## src/rtl/vpac_pkg.sv

```systemverilog
package vpac_pkg;
    localparam int unsigned WORD_W  = 32;
    localparam int unsigned DWORD_W = 2 * WORD_W;
    localparam int unsigned CHUNK_W = 2 * DWORD_W;   // one 64-bit pair = four words

    typedef enum logic {
        ESZ_WORD  = 1'b0,
        ESZ_DWORD = 1'b1
    } elem_size_e;
endpackage

```

## src/rtl/vpac_add.sv

```systemverilog
module vpac_add #(
    parameter int unsigned W = 32
) (
    input  logic [W-1:0] a_i,
    input  logic [W-1:0] b_i,
    input  logic         cin_i,
    output logic [W-1:0] sum_o,
    output logic         cout_o
);
    logic [W:0] wide;

    always_comb begin
        wide   = {1'b0, a_i} + {1'b0, b_i} + {{W{1'b0}}, cin_i};
        sum_o  = wide[W-1:0];
        cout_o = wide[W];
    end
endmodule

```

## src/rtl/vpac_chunk.sv

```systemverilog
module vpac_chunk
    import vpac_pkg::*;
(
    input  elem_size_e         esz_i,
    input  logic [CHUNK_W-1:0] acc_i,
    input  logic [CHUNK_W-1:0] src_i,
    input  logic [CHUNK_W-1:0] cry_i,
    output logic [CHUNK_W-1:0] res_o
);
    localparam int unsigned NWP = CHUNK_W / DWORD_W;   // word pairs per chunk

    logic [CHUNK_W-1:0] word_res;
    logic [DWORD_W-1:0] dw_sum;
    logic               dw_cout;

    // 32-bit elements: each 64-bit slice holds one pair
    for (genvar j = 0; j < NWP; j++) begin : g_wpair
        logic [WORD_W-1:0] s;
        logic              c;
        vpac_add #(.W(WORD_W)) add_i (
            .a_i   (acc_i[j*DWORD_W +: WORD_W]),
            .b_i   (src_i[j*DWORD_W + WORD_W +: WORD_W]),
            .cin_i (cry_i[j*DWORD_W + WORD_W]),
            .sum_o (s),
            .cout_o(c)
        );
        always_comb begin
            word_res[j*DWORD_W +: WORD_W]          = s;
            word_res[j*DWORD_W + WORD_W +: WORD_W] = {{(WORD_W-1){1'b0}}, c};
        end
    end

    // 64-bit elements: the whole chunk holds one pair
    vpac_add #(.W(DWORD_W)) dw_add_i (
        .a_i   (acc_i[DWORD_W-1:0]),
        .b_i   (src_i[CHUNK_W-1:DWORD_W]),
        .cin_i (cry_i[DWORD_W]),
        .sum_o (dw_sum),
        .cout_o(dw_cout)
    );

    always_comb begin
        if (esz_i == ESZ_DWORD) begin
            res_o = {{(DWORD_W-1){1'b0}}, dw_cout, dw_sum};
        end else begin
            res_o = word_res;
        end
    end
endmodule

```

## src/rtl/vpac_top.sv

```systemverilog
module vpac_top
    import vpac_pkg::*;
#(
    parameter int unsigned VL      = 256,   // multiple of 128
    parameter bit          REG_OUT = 1'b1
) (
    input  logic          clk,
    input  logic          rst_n,
    input  logic          in_valid,
    input  logic          size_sel,
    input  logic [VL-1:0] acc_vec,
    input  logic [VL-1:0] src_vec,
    input  logic [VL-1:0] cry_vec,
    output logic          out_valid,
    output logic [VL-1:0] res_vec
);
    localparam int unsigned NCHUNK = VL / CHUNK_W;

    elem_size_e    esz;
    logic [VL-1:0] comb_res;

    assign esz = elem_size_e'(size_sel);

    for (genvar k = 0; k < NCHUNK; k++) begin : g_chunk
        vpac_chunk chunk_i (
            .esz_i(esz),
            .acc_i(acc_vec[k*CHUNK_W +: CHUNK_W]),
            .src_i(src_vec[k*CHUNK_W +: CHUNK_W]),
            .cry_i(cry_vec[k*CHUNK_W +: CHUNK_W]),
            .res_o(comb_res[k*CHUNK_W +: CHUNK_W])
        );
    end

    if (REG_OUT) begin : g_reg
        typedef struct packed {
            logic          valid;
            logic [VL-1:0] data;
        } out_st_t;

        out_st_t st_d, st_q;

        always_comb begin
            st_d       = st_q;
            st_d.valid = in_valid;
            if (in_valid) begin
                st_d.data = comb_res;
            end
        end

        always_ff @(posedge clk) begin
            if (!rst_n) begin
                st_q <= '0;
            end else begin
                st_q <= st_d;
            end
        end

        assign out_valid = st_q.valid;
        assign res_vec   = st_q.data;
    end else begin : g_comb
        assign out_valid = in_valid;
        assign res_vec   = comb_res;
    end
endmodule

```

## config.mk

```make
export PLATFORM = sky130hd
export DESIGN_NAME = vpac_top
export DESIGN_NICKNAME = d
export VERILOG_FILES = /design/src/rtl/vpac_pkg.sv /design/src/rtl/vpac_add.sv /design/src/rtl/vpac_chunk.sv /design/src/rtl/vpac_top.sv
export SDC_FILE = /design/constraint.sdc
export NUM_CORES = 1
export LEC_CHECK = 0
export ABC_AREA = 1
export BUFFER_PORTS_ARGS = -buffer_cell sky130_fd_sc_hd__buf_2
export CORE_AREA = 2 2 400 402
export CTS_BUF_LIST = sky130_fd_sc_hd__clkbuf_8
export CTS_CLUSTER_SIZE = 28
export DETAILED_ROUTE_END_ITERATION = 6
export DIE_AREA = 0 0 402 404
export GPL_TIMING_DRIVEN = 1
export PLACE_DENSITY_LB_ADDON = 0.3
export REMOVE_ABC_BUFFERS = 1
export SLEW_MARGIN = 20
export SYNTH_ARGS = -nofsm -noshare
export SYNTH_HDL_FRONTEND = slang
export SYNTH_SLANG_ARGS = --single-unit
```

## constraint.sdc

```tcl
create_clock -name clk -period 6.2 [get_ports clk]
set_input_delay 1.24 -clock clk [delete_from_list [all_inputs] [get_ports clk]]
set_output_delay 1.24 -clock clk [all_outputs]
set_load 0.1 [all_outputs]
```

Yosys cells after proc, flatten, opt, wreduce, memory -nomap -nowiden
Cells that the tools add are included.

Add/sub/neg operators: 12. Mux-type cells: 2.

Operators with widths (number): $mux 97 (2); $add 32x32->33 (4); $add 33x1->33 (4); $add 64x64->65 (2); $add 65x1->65 (2).

Flip-flop bits (word level): 257. Input port bits: 772. Word-level logic and storage cells: 16.

Logic depth before layout (Yosys ltp)
Word-level depth: 3. Mapped depth: 17.

Modules after synthesis
Synthesis repeated with hierarchy kept, for this count alone.

Cells, all modules: 6775. Area, all modules: 34802.1 µm².

By module, submodules not included: vpac_top (instances 1, cells an instance 1625, area an instance 10701.5 µm², seq. area each 5144.9 µm²); vpac_add at g_chunk[1].chunk_i.dw_add_i (instances 1, cells an instance 1291, area an instance 5929.4 µm², seq. area each 0.0 µm²); vpac_add at g_chunk[0].chunk_i.dw_add_i (instances 1, cells an instance 1295, area an instance 5909.4 µm², seq. area each 0.0 µm²); vpac_add at g_chunk[1].chunk_i.g_wpair[0].add_i ... (instances 2, cells an instance 502, area an instance 2448.6 µm², seq. area each 0.0 µm²); vpac_add at g_chunk[0].chunk_i.g_wpair[0].add_i ... (instances 2, cells an instance 505, area an instance 2393.5 µm², seq. area each 0.0 µm²); vpac_chunk (instances 2, cells an instance 275, area an instance 1288.7 µm², seq. area each 0.0 µm²).

Worst setup path before layout
OpenSTA, ideal clock, no wires.

Kind: input port to flip-flop. Start: in acc_vec[64]. End: reg g_reg.st_q, in the netlist res_vec[96]. Arrival: 3.112 ns. Required time: 6.130 ns. Setup slack: 3.017 ns. Stages on the path: 14. Buffers on the path: 0. Cells stage by stage: inv_1 > fa_1 > fa_1 > inv_1 > nand2_1 > o21ai_2 > inv_1 > o21bai_1 > nand3_1 > nand3_1 > nand2_1 > nand2_1 > nand2_1 > a21oi_1.

Longest elaborated chain between the ends: 3.

Ends and longest elaborated chain: start: declaration (RTL line vpac_top.sv:11) `input logic [VL-1:0] acc_vec,`; $add 32x32->33 (RTL line vpac_add.sv:13) `wide = {1'b0, a_i} + {1'b0, b_i} + {{W{1'b0}}, cin_i};`; $add 33x1->33 (RTL line vpac_add.sv:13); $mux 97 (RTL line vpac_chunk.sv:43) `if (esz_i == ESZ_DWORD) begin`; end signal: assignment (RTL line vpac_top.sv:54) `st_q <= st_d;`; end: declaration (RTL line vpac_top.sv:40) `out_st_t st_d, st_q;`.

Every way passes these cells. A chain may end at the register's enable or synchronous reset.

Worst setup path after layout
Start: in src_vec[96]. End: reg g_reg.st_q, in the netlist res_vec[96].

Longest elaborated chain between the ends: 3.

Ends and longest elaborated chain: start: declaration (RTL line vpac_top.sv:12) `input logic [VL-1:0] src_vec,`; $add 32x32->33 (RTL line vpac_add.sv:13); $add 33x1->33 (RTL line vpac_add.sv:13); $mux 97 (RTL line vpac_chunk.sv:43).

Every way passes these cells.

==> results by group <==
Logic synthesis
  • Mean Syn Cell Area: 5.29 µm²
  • Post-Syn Instances: 5,189
  • Area contributors post-synth: nand2_1 26%, dfxtp_1 14%, inv_1 13%
  • Cell with the most instances after synthesis: nand2_1
  • Yosys Warn Count: 0
  • Mapped Area: 0.0275 mm²
  • Dominant cell type by area after synthesis: nand2_1
  • Count of cell types in the netlist: 43
  • EDFF count, synth: 0
  • Seq/Total Area, Yosys: 14.2%
  • Ys flop type: dfxtp_1
  • Most frequent cells after synthesis: 1,921 x nand2_1, 933 x inv_1, 455 x nor2_1, 452 x a21oi_1, 356 x nand3_1
  • Area share of the leading cell type in the synthesized netlist: 26.3%
  • Async SR Flop Fraction: 0%
  • Yosys reg bits: 195

GRT
  • Largest net degree at the start of global routing: 118
  • First-pass GRT wire length: 225,000 µm
  • Number of global-route vias before repair: 32,300
  • Antenna violations before repair: 40
  • Overall Global Routing Usage: 19.3%
  • Grt ovf: 0

Critical path
  • R2R Setup Slk: 5380 ps
  • R2r worst-path depth: 4
  • Crit path depth: 15
  • Crit path buffers/inverters: 4
  • Most Frequent Cell on Critical Path: nand2_1
  • CP Max Fanout: 4
  • Crit-path max cell delay: 560 ps
  • CP arrival: 4180 ps
  • CP startpoint kind: input port
  • Crit path launch: src_vec[96]
  • Worst path cell trace: buf_2 -> inv_1 -> fa_1 -> fa_1 -> inv_1 -> nand2_1 -> o21ai_2 -> inv_1 -> o21bai_1 -> nand3_1 -> nand3_1 -> nand2_1 -> nand2_1 -> nand2_1 -> a21oi_1
  • Critical Path Sink: res_vec[96]$_SDFFE_PN0P_
  • CP endpoint kind: register
  • Largest delay contributor family on the critical path: adder cells
  • Crit path required time: 6800 ps
  • CP max stage cell: fa_1
  • End of the worst register-to-register path: res_vec[64]$_SDFFE_PN0P_
  • Setup CP Type: input port to register
  • Worst reg2reg path startpoint: res_vec[64]$_SDFFE_PN0P_

Placement
  • Gp weighted congestion: 0.939
  • Placed cells: 7,785
  • Hpwl dp: 141,000 µm
  • PortBufs: 588
  • Pre-CTS setup slack: 1970 ps

Route
  • ANT nets after route: 0
  • Total wire length: 161,000 µm
  • Vias per cell: 4.32
  • Via count: 33,800
  • DRT iter0 DRCs: 2,335
  • Drc violations: 0
  • Wire length per cell: 20.6 µm
  • DRT Pass-1 Iters: 5

Timing
  • Worst-margin pin slew: 825 ps
  • Setup_tns: 0 ps
  • Fin. max-slew vios: 0
  • Worst Skew: 0 ps
  • RSZ-0062 raised after global routing: false
  • Post-route setup slack: 2630 ps
  • Fmax: 0.280 GHz
  • Hold slack final: 468 ps
  • Final Hold Violating Endpoints: 0
  • Max_slew headroom: 45.0%
  • Final worst-path cycle share: 57.6%
  • Post-layout min period: 3570 ps
  • Setup violations, final: 0

Die
  • Rows: 146
  • IO Pins: 1,029
  • Initial core utilization: 17.4%
  • DIE WIDTH: 402 µm
  • Core Footprint: 0.158 mm²
  • Die area: 0.162 mm²
  • Die outline height: 404 µm

Clock network
  • Clock transition at path regs: 110 ps
  • Clock root cell: clkbuf_8
  • CTS Hold Buffers Added: 0
  • Cts repair resizes: 0
  • CTS max path bufs: 2
  • CTS tree: yes
  • # clock sinks: 195
  • Clock H-tree levels: 4
  • Num CTS Buffers: 17
  • Clk_lat worst skew: 670 ps
  • Post-CTS Setup Inserts: 0

Job
  • Max Cap Viol: 0

Final layout
  • Seq. cell area: 0.00390 mm²
  • P&R area growth vs syn: 20.2%
  • Layout Cells excl Fill: 7,837
  • Area of the multi-input gates: 0.0195 mm²
  • Share of cells above drive strength 1: 12.1%
  • Final net count: 6,766
  • Fillcell total: 18,600

Power and ir drop
  • Worst vdd ir: 0.000178 V
  • Leakage power: 18.8 nW
  • Cell Pwr Density: 177 mW/mm²
  • Tot Pwr: 0.00585 W

Worst hold path
  • HP Class: register to register

Run status
  • Status: complete, no violations
[worst min-delay path by stage]
| stage | start | to | depth (start not counted) |
|---|---|---|---|
| after floorplan | res_vec[209]$_SDFFE_PN0P_ | res_vec[209]$_SDFFE_PN0P_ | 2 |
| after global placement | res_vec[178]$_SDFFE_PN0P_ | res_vec[178]$_SDFFE_PN0P_ | 2 |
| after detailed placement | res_vec[54]$_SDFFE_PN0P_ | res_vec[54]$_SDFFE_PN0P_ | 2 |
| after CTS | res_vec[54]$_SDFFE_PN0P_ | res_vec[54]$_SDFFE_PN0P_ | 2 |
| after global routing | res_vec[185]$_SDFFE_PN0P_ | res_vec[185]$_SDFFE_PN0P_ | 2 |
| final | res_vec[43]$_SDFFE_PN0P_ | res_vec[43]$_SDFFE_PN0P_ | 2 |
[worst reg2reg max path, stage by stage (launching register included)]
cell and delay (ps):
dfxtp_1 350, nand2_1 60, o21ai_0 90, a21oi_1 140, nor2_1 50
[cell type report]
type | instances | area share, %
Multi-Input combinational cell | 3980 | 59.1
Inverter | 938 | 10.7
Antenna cell | 20 | 0.152
Clock buffer | 17 | 0.709
Clock inverter | 15 | 0.368
Sequential cell | 195 | 11.8
Tap cell | 2072 | 7.85
Timing Repair Buffer | 600 | 9.31
[kinds of logic after synthesis]
logic type	Yosys count	share of synthesized area, %
other	1	0.0137
AO/OA/AOI/OAI	691	13.2
buffers and inverters	1075	15.6
flip-flops	195	14.2
XOR/XNOR	26	0.829
AND/OR/NAND/NOR	2939	43.9
adder cells (fa/ha/maj)	262	12.3
[layer usage]
layer / wire length [µm] / vias to the layer above / track usage (%)
li1: - / 17200 / -
met1: 74600 / 15400 / 26.0
met2: 72500 / 1095 / 31.6
met3: 11700 / 113 / 4.10
met4: 2510 / 12 / 3.63
met5: 76 / - / 0
[state kept, by name, summed over array words and instances, names as in the netlist]
signal     flops
res_vec      194
out_valid      1
[cells in the final DEF (no fill, tap or decap), types with 11 or more instances in the layout]
cell      instances
nand2_1        1921
inv_1           932
buf_2           587
nor2_1          454
a21oi_1         452
nand3_1         356
ha_1            250
dfxtp_1         195
o21ai_0         166
conb_1           62
nor3_1           61
nand3b_1         59
xor2_1           21
diode_2          20
nand4_1          20
nor2_2           17
clkbuf_8         17
o211ai_1         13
a21o_1           12
or2_2            12
nand2_2          12
fa_1             12
o21bai_1         11
[power breakdown]
part / internal (W) / leakage (nW) / switching, W
clock: 0.000288 / 0.182 / 0.000651
combinational: 0.000851 / 17.0 / 0.00266
sequential: 0.00134 / 1.60 / 0.0000486
total: 0.00248 / 18.8 / 0.00336
[through the flow]
stage	util, %	instance area, µm²
finish	20.9	33000
floorplan	-	26900
global placement	20.7	32600
detailed placement	20.7	32600
global route	20.9	33000
CTS	20.9	33000
No activity file was read; power rests on OpenSTA's default activity.
